File: src/rtl/dram_mux_pkg.sv
package dram_mux_pkg;

   // Source that owns the DRAM address pins in a given cycle.
   typedef enum logic [1:0] {
      SRC_CPU     = 2'd0,
      SRC_VIDEO   = 2'd1,
      SRC_REFRESH = 2'd2
   } addr_src_e;

endpackage

File: src/rtl/dram_bank_pick.sv
module dram_bank_pick #(
   parameter int SEG_BITS = 2,
   parameter int BANK_W   = 4,
   localparam int SEG_COUNT = 1 << SEG_BITS
) (
   input  logic [SEG_COUNT*BANK_W-1:0] banks,
   input  logic [SEG_BITS-1:0]         seg,
   output logic [BANK_W-1:0]           bank
);

   logic [BANK_W-1:0] slot [SEG_COUNT];

   for (genvar g = 0; g < SEG_COUNT; g++) begin : g_slot
      assign slot[g] = banks[g*BANK_W +: BANK_W];
   end

   assign bank = slot[seg];

endmodule

File: src/rtl/dram_refresh_ctr.sv
module dram_refresh_ctr #(
   parameter int REF_W = 8
) (
   input  logic             clk,
   input  logic             rst_n,
   input  logic             step,
   output logic [REF_W-1:0] row
);

   logic [REF_W-1:0] cnt;

   always_ff @(posedge clk or negedge rst_n) begin
      if (!rst_n)    cnt <= '0;
      else if (step) cnt <= cnt + REF_W'(1);
   end

   assign row = cnt;

   // one step per refresh edge, modulo 2^REF_W
   p_ref_step_r7: assert property (@(posedge clk) disable iff (!rst_n)
      step |=> (cnt == REF_W'($past(cnt) + REF_W'(1))));

   // no movement without a request
   p_ref_hold_r7: assert property (@(posedge clk) disable iff (!rst_n)
      !step |=> $stable(cnt));

endmodule

File: src/rtl/dram_pin_split.sv
module dram_pin_split #(
   parameter int LOW_PINS = 8,
   localparam int PINS   = LOW_PINS + 1,
   localparam int PHYS_W = 2 * PINS
) (
   input  logic [PHYS_W-1:0] phys,
   input  logic              col_phase,
   output logic [PINS-1:0]   pins
);

   logic [PINS-1:0] row_half;
   logic [PINS-1:0] col_half;

   // Row: low byte plus the lower of the two extra physical bits.
   assign row_half = {phys[2*LOW_PINS],   phys[LOW_PINS-1:0]};
   // Column: next byte plus the top physical bit.
   assign col_half = {phys[2*LOW_PINS+1], phys[2*LOW_PINS-1:LOW_PINS]};

   assign pins = col_phase ? col_half : row_half;

endmodule

File: src/rtl/dram_addr_mux.sv
module dram_addr_mux #(
   parameter int LOW_PINS = 8,
   parameter int CPU_AW   = 16,
   parameter int SEG_BITS = 2,
   parameter int VPORT_W  = 2,
   localparam int PINS      = LOW_PINS + 1,
   localparam int PHYS_W    = 2 * PINS,
   localparam int OFFSET_W  = CPU_AW - SEG_BITS,
   localparam int SEG_COUNT = 1 << SEG_BITS,
   localparam int BANK_W    = PHYS_W - OFFSET_W
) (
   input  logic                        clk,
   input  logic                        rst_n,
   input  logic [CPU_AW-1:0]           cpu_addr,
   input  logic [SEG_COUNT*BANK_W-1:0] seg_banks,
   input  logic                        col_phase,
   input  logic                        vid_sel,
   input  logic [OFFSET_W-1:0]         vid_addr,
   input  logic [VPORT_W-1:0]          vid_port,
   input  logic                        refresh_req,
   output logic [PINS-1:0]             dram_addr,
   output logic                        vid_path
);
   import dram_mux_pkg::*;

   // Elaboration-time parameter checks
   if (BANK_W < 1) begin : g_bad_bank
      $error("dram_addr_mux: CPU offset leaves no room for bank bits");
   end
   if (BANK_W <= VPORT_W) begin : g_bad_vport
      $error("dram_addr_mux: video port must be narrower than the bank number");
   end
   if (SEG_BITS < 1) begin : g_bad_seg
      $error("dram_addr_mux: at least two segments required");
   end

   addr_src_e             src;
   logic [SEG_BITS-1:0]   cpu_seg;
   logic [BANK_W-1:0]     cpu_bank;
   logic [BANK_W-1:0]     last_bank;
   logic [PHYS_W-1:0]     cpu_phys;
   logic [PHYS_W-1:0]     vid_phys;
   logic [PHYS_W-1:0]     sel_phys;
   logic [PINS-1:0]       split_pins;
   logic [LOW_PINS-1:0]   ref_row;

   assign cpu_seg = cpu_addr[CPU_AW-1 -: SEG_BITS];

   dram_bank_pick #(.SEG_BITS(SEG_BITS), .BANK_W(BANK_W)) u_pick (
      .banks (seg_banks),
      .seg   (cpu_seg),
      .bank  (cpu_bank)
   );

   assign last_bank = seg_banks[SEG_COUNT*BANK_W-1 -: BANK_W];
   assign cpu_phys  = {cpu_bank, cpu_addr[OFFSET_W-1:0]};
   assign vid_phys  = {last_bank[BANK_W-1 -: BANK_W-VPORT_W], ~vid_port, vid_addr};

   always_comb begin
      if (refresh_req)  src = SRC_REFRESH;
      else if (vid_sel) src = SRC_VIDEO;
      else              src = SRC_CPU;
   end

   assign sel_phys = (src == SRC_VIDEO) ? vid_phys : cpu_phys;

   dram_pin_split #(.LOW_PINS(LOW_PINS)) u_split (
      .phys      (sel_phys),
      .col_phase (col_phase),
      .pins      (split_pins)
   );

   dram_refresh_ctr #(.REF_W(LOW_PINS)) u_ref (
      .clk   (clk),
      .rst_n (rst_n),
      .step  (refresh_req),
      .row   (ref_row)
   );

   assign dram_addr = (src == SRC_REFRESH) ? {1'b0, ref_row} : split_pins;
   assign vid_path  = (src == SRC_VIDEO);

   // processor row half carries the low address byte
   p_cpu_row_r1: assert property (@(posedge clk) disable iff (!rst_n)
      (!refresh_req && !vid_sel && !col_phase) |->
         (dram_addr[LOW_PINS-1:0] == cpu_addr[LOW_PINS-1:0]));

   // processor column half carries the offset bits above the low byte
   p_cpu_col_r2: assert property (@(posedge clk) disable iff (!rst_n)
      (!refresh_req && !vid_sel && col_phase) |->
         (dram_addr[OFFSET_W-LOW_PINS-1:0] == cpu_addr[OFFSET_W-1:LOW_PINS]));

   // ninth pin in column half is the top bit of the selected segment's bank
   p_cpu_bank_r3: assert property (@(posedge clk) disable iff (!rst_n)
      (!refresh_req && !vid_sel && col_phase) |->
         (dram_addr[PINS-1] == seg_banks[cpu_seg*BANK_W + BANK_W-1]));

   // video row half carries the low video address byte
   p_vid_row_r4: assert property (@(posedge clk) disable iff (!rst_n)
      (vid_path && !col_phase) |->
         (dram_addr[LOW_PINS-1:0] == vid_addr[LOW_PINS-1:0]));

   // video path never claimed during refresh
   p_vid_excl_r5: assert property (@(posedge clk) disable iff (!rst_n)
      refresh_req |-> !vid_path);

   // ninth pin low during refresh
   p_ref_pin_r6: assert property (@(posedge clk) disable iff (!rst_n)
      refresh_req |-> (dram_addr[PINS-1] == 1'b0));

endmodule

File: config.mk
export PLATFORM = sky130hd
export DESIGN_NAME = dram_addr_mux
export DESIGN_NICKNAME = d
export VERILOG_FILES = /design/src/rtl/dram_mux_pkg.sv /design/src/rtl/dram_bank_pick.sv /design/src/rtl/dram_refresh_ctr.sv /design/src/rtl/dram_pin_split.sv /design/src/rtl/dram_addr_mux.sv
export SDC_FILE = /design/constraint.sdc
export NUM_CORES = 1
export LEC_CHECK = 0
export CAP_MARGIN = 10
export CORE_UTILIZATION = 61
export DETAILED_ROUTE_END_ITERATION = 10
export DONT_BUFFER_PORTS = 1
export HOLD_SLACK_MARGIN = 0.08
export PLACE_DENSITY_LB_ADDON = 0.08
export SYNTH_ARGS = -nofsm -noshare
export SYNTH_HDL_FRONTEND = slang
export SYNTH_SLANG_ARGS = --single-unit
File: constraint.sdc
create_clock -name clk -period 2 [get_ports clk]
set_input_delay 0.4 -clock clk [delete_from_list [all_inputs] [get_ports clk]]
set_output_delay 0.4 -clock clk [all_outputs]
set_load 0.02 [all_outputs]
# Word level (Yosys, flattened, before mapping)

Cells that the tools add are included.

Flip-flop bits (word level): 8
Latch bits: 0
Bits in writable memories: 0
ROM bits: 0
Input bits: 53
Memories: 0

$add $sub $neg: 1
Multiply operators: 0
Div/mod/pow operators: 0
Order comparisons: 1
Equal/unequal tests: 2
Shift operators: 0
Muxes and demuxes: 8
Bitwise gates (word level): 2
Reduce and logical (&&, ||, !) cells: 0

Operators by type and width:

| cell                                                             | number |
|---|---|
| 18-bit two-way mux                                               | 1 |
| 9-bit two-way mux                                                | 2 |
| 8-bit by 1-bit adder with 8-bit output (second input constant)   | 1 |
| 4-bit binary-select mux with 2-bit select                        | 1 |
| 4-bit two-way mux                                                | 2 |
| 3-bit >= comparator (second input constant)                      | 1 |
| 2-bit inverter with 3-bit output                                 | 1 |
| 2-bit by 1-bit == test with 1-bit output (second input constant) | 1 |
| 2-bit == test (second input constant)                            | 1 |
| 2-bit two-way mux                                                | 1 |
| 2-bit inverter                                                   | 1 |
| 1-bit two-way mux                                                | 1 |

# Longest topological paths before layout

Word-level depth: 7
Mapped depth: 4

# By module

A second synthesis with hierarchy kept.

Cells, all modules: 73
Area total of the unflattened synthesis: 980.9 um2

By module, submodules not included:

| module           | times used | cells an instance | area an instance (um2) |
|---|---|---|---|
| dram_addr_mux    | 1          | 33                | 391.6 |
| dram_refresh_ctr | 1          | 26                | 337.8 |
| dram_pin_split   | 1          | 10                | 146.4 |
| dram_bank_pick   | 1          | 4                 | 105.1 |

# Worst setup path after synthesis

OpenSTA, ideal clock, no wires.

Path type: input-to-output
Start: in col_phase
End: out dram_addr[6]
Arrival: 1.688 ns
Setup slack: -0.088 ns
Cell stages on the path: 4
Buffers on the path: 1
Cells stage by stage: buf_2 > inv_1 > o211a_1 > o41ai_1

Longest elaborated chain between the ends: 2

Ends and longest elaborated chain:

| item               | RTL line             | text |
|---|---|---|
| start: declaration | dram_addr_mux.sv:16  | `input logic col_phase,` |
| 9-bit two-way mux  | dram_pin_split.sv:19 | `assign pins = col_phase ? col_half : row_half;` |
| 9-bit two-way mux  | dram_addr_mux.sv:80  | `assign dram_addr = (src == SRC_REFRESH) ? {1'b0, ref_row} : split_pins;` |
| end: declaration   | dram_addr_mux.sv:21  | `output logic [PINS-1:0] dram_addr,` |

Every way passes these cells.

# Worst setup path after layout

Start: in cpu_addr[14]
End: out dram_addr[7]

Longest elaborated chain between the ends: 7

Ends and longest elaborated chain:

| item                                                   | RTL line             | text |
|---|---|---|
| start: declaration                                     | dram_addr_mux.sv:14  | `input logic [CPU_AW-1:0] cpu_addr,` |
| 2-bit inverter with 3-bit output (implied by the code) | dram_bank_pick.sv:17 | `assign bank = slot[seg];` |
| 4-bit binary-select mux with 2-bit select              | dram_bank_pick.sv:17 |  |
| 4-bit two-way mux (implied by the code) (2 in a row)   | dram_bank_pick.sv:17 |  |
| 18-bit two-way mux                                     | dram_addr_mux.sv:65  | `assign sel_phys = (src == SRC_VIDEO) ? vid_phys : cpu_phys;` |
| 9-bit two-way mux                                      | dram_pin_split.sv:19 |  |
| 9-bit two-way mux                                      | dram_addr_mux.sv:80  |  |

Every way passes these cells. The select of a mux whose other input is x is not followed.

==> impl_metrics.env <==
export IMPL_outcome="completed"
export IMPL_synth_top_area_cell="dfrtp_1"
export IMPL_dieArea_um2=1530
export IMPL_relSlewSlack=0.569
export IMPL_cts_made_buffers=3
export IMPL_fin_nets=154
export IMPL_regArea_um2=200
export IMPL_synth_top_area_frac=0.238
export IMPL_cts_tree="built"
export IMPL_met1_usage=0.311
export IMPL_setup_violations=0
export IMPL_track_usage=0.249
export IMPL_syn_area_um2=840
export IMPL_cp_arrival_ns=1.45
export IMPL_worst_clock_skew_ns=0.00969
export IMPL_p_leak_nw=0.420
export IMPL_clock_path_buffers=2
export IMPL_syn_nets=148
export IMPL_hold_viol=0
export IMPL_nFillCells=112
export IMPL_fin_crit_sh=0.923
export IMPL_start_util=0.653
export IMPL_synthDistinctLibCells=31
export IMPL_routed_wl_um=1820
export IMPL_hpwl_um=1390
export IMPL_top_usage_layer="met2"
export IMPL_grt_use_met3=0.0694
export IMPL_rows=13
export IMPL_antenna_left=0
export IMPL_routedWlPerCell_um=16.1
export IMPL_io_buffers=0
export IMPL_drv_slew=0
export IMPL_global_route_usage_met2=0.421
export IMPL_rr_startpoint="u_ref.row[0]"
export IMPL_vias=759
export IMPL_ys_flop_type="dfrtp_1"
export IMPL_worstSetupPathType="primary input to primary output"
export IMPL_cts_root_buf="clkbuf_4"
export IMPL_tightestPinTransition_ns=0.755
export IMPL_rsz0062_at_grt="no"
export IMPL_die_w_um=39.1
export IMPL_viasPerCell=6.72
export IMPL_yosysWarnings=0
export IMPL_place_area_um2=887
export IMPL_multiInputGateArea_um2=601
export IMPL_period_needed_ns=1.85
export IMPL_fmax_ghz=0.542
export IMPL_crit_path_end_kind="primary output"
export IMPL_grt_pass1_wl_um=2520
export IMPL_grt_max_degree=30
export IMPL_dr_pass1_iters=4
export IMPL_utilization=0.716
export IMPL_cap_violations=0
export IMPL_grt_pass1_vias=621
export IMPL_gp_congestion=0.763
export IMPL_synthToLayoutAreaGrowth_pct=9.54
export IMPL_largest_register_ffs=8
export IMPL_setup_ws_ns=0.154
export IMPL_die_height_um=39.1
export IMPL_place_ws_ns=0.157
export IMPL_core_um2=1280
export IMPL_synthCells=94
export IMPL_cts_setup_buffers=0
export IMPL_io_pins=63
export IMPL_insertion_delay_ns=0.26
export IMPL_synth_edf_count=0
export IMPL_drc_errors=0
export IMPL_drive_above_1_share=0.184
export IMPL_cts_sinks=8
export IMPL_start_kind="primary input"
export IMPL_cts_max_level=1
export IMPL_async_flop_share=1.00
export IMPL_min_path_type="primary input to flop"
export IMPL_drt_iter0_markers=15
export IMPL_cp_max_fo=5
export IMPL_synth_most_common_cell="nand2_1"
export IMPL_stdcell_area_um2=920
export IMPL_clkTransAtPathRegs_ns=0.05
export IMPL_diodes=0
export IMPL_synthTopCellsByArea="dfrtp_1 (24%), mux4_2 (8.0%), a211oi_1 (7.2%)"
export IMPL_finalSetupTns_ns=0
export IMPL_irDropWorstVdd_mv=0.640
export IMPL_worstHoldStart="refresh_req"
export IMPL_cp_required_ns=1.60
export IMPL_synth_avg_cell_area_um2=8.93
export IMPL_yosysSeqAreaShare=0.238
export IMPL_ys_seq_elements=8
export IMPL_overflow=0
export IMPL_grt_antenna_before_repair=0
export IMPL_startpoint="cpu_addr[14]"
export IMPL_cts_repair_resized=0
export IMPL_p_per_area_nw_per_um2=812
export IMPL_hold_ws_ns=0.243
export IMPL_ys_top_cells_by_count="nand2_1 (9), a211oi_1 (8), dfrtp_1 (8)"
-- metrics by stage --
step | power [mW] | std cells
after floorplan | 0.554 | 94
after global placement | 0.616 | 109
after detailed placement | 0.624 | 109
after CTS | 0.754 | 113
after global routing | 0.808 | 113
final | 0.747 | 113
-- worst max-delay path: stages --
cell	delay, ns
mux4_2	0.48
a2111oi_2	0.38
a221oi_1	0.19
-- final cells by class --
| type | instances | area share |
|---|---|---|
| Timing Repair Buffer | 8 | 0.0680 |
| Sequential cell | 8 | 0.218 |
| Clock buffer | 3 | 0.0245 |
| Tap cell | 15 | 0.0204 |
| Multi-Input combinational cell | 75 | 0.653 |
| Inverter | 4 | 0.0163 |
-- power by group --
| part | internal (mW) | switching [mW] | total (mW) |
|---|---|---|---|
| sequential | 0.231 | 0.0865 | 0.317 |
| combinational | 0.164 | 0.142 | 0.306 |
| clock | 0.0687 | 0.0551 | 0.124 |
| total | 0.463 | 0.284 | 0.747 |
-- final timing paths --
path | to | slack (ns) | cells after the start
worst max-delay path | dram_addr[7] | 0.15 | 3
worst min-delay path | u_ref.row[0] | 0.24 | 1
worst max register to register | u_ref.row[6] | 0.85 | 4
worst min register to register | u_ref.row[6] | 0.49 | 1
max in group asynchronous | u_ref.row[0] | 1.23 | 1
min in group asynchronous | u_ref.row[1] | 0.49 | 1
-- cells by family after synthesis --
family | after synthesis | share of synthesized area
compound gates | 21 | 0.191
xor+xnor | 7 | 0.0730
fa+ha+maj | 1 | 0.0149
buf+inv | 11 | 0.0551
flops | 8 | 0.238
mux | 11 | 0.198
simple gates | 35 | 0.230
-- layer usage --
layer | part of all wire | wire, um | vias to the layer above
li1 | - | - | 362
met1 | 0.40 | 729 | 355
met2 | 0.52 | 942 | 42
met3 | 0.079 | 143 | 0
met4 | 0 | 0 | 0
met5 | 0 | 0 | -
-- timing repair --
action | 4_1_cts | 5_1_grt
endpoints found under the hold margin | 8 | 0
endpoints found under the setup margin | 0 | 0
hold buffers | 1 | 0
-- cell usage in the layout, fill, tap and decap left out, drive strengths merged, types with 4 or more instances in the layout --
cell type	instances
buf	7
a211oi	8
and3b	5
mux2i	5
dfrtp	8
nor2	4
inv	4
nor2b	5
mux4	4
xnor2	4
nand2	9
nor3	4
Note: power is estimated with default switching activity, not from simulation.
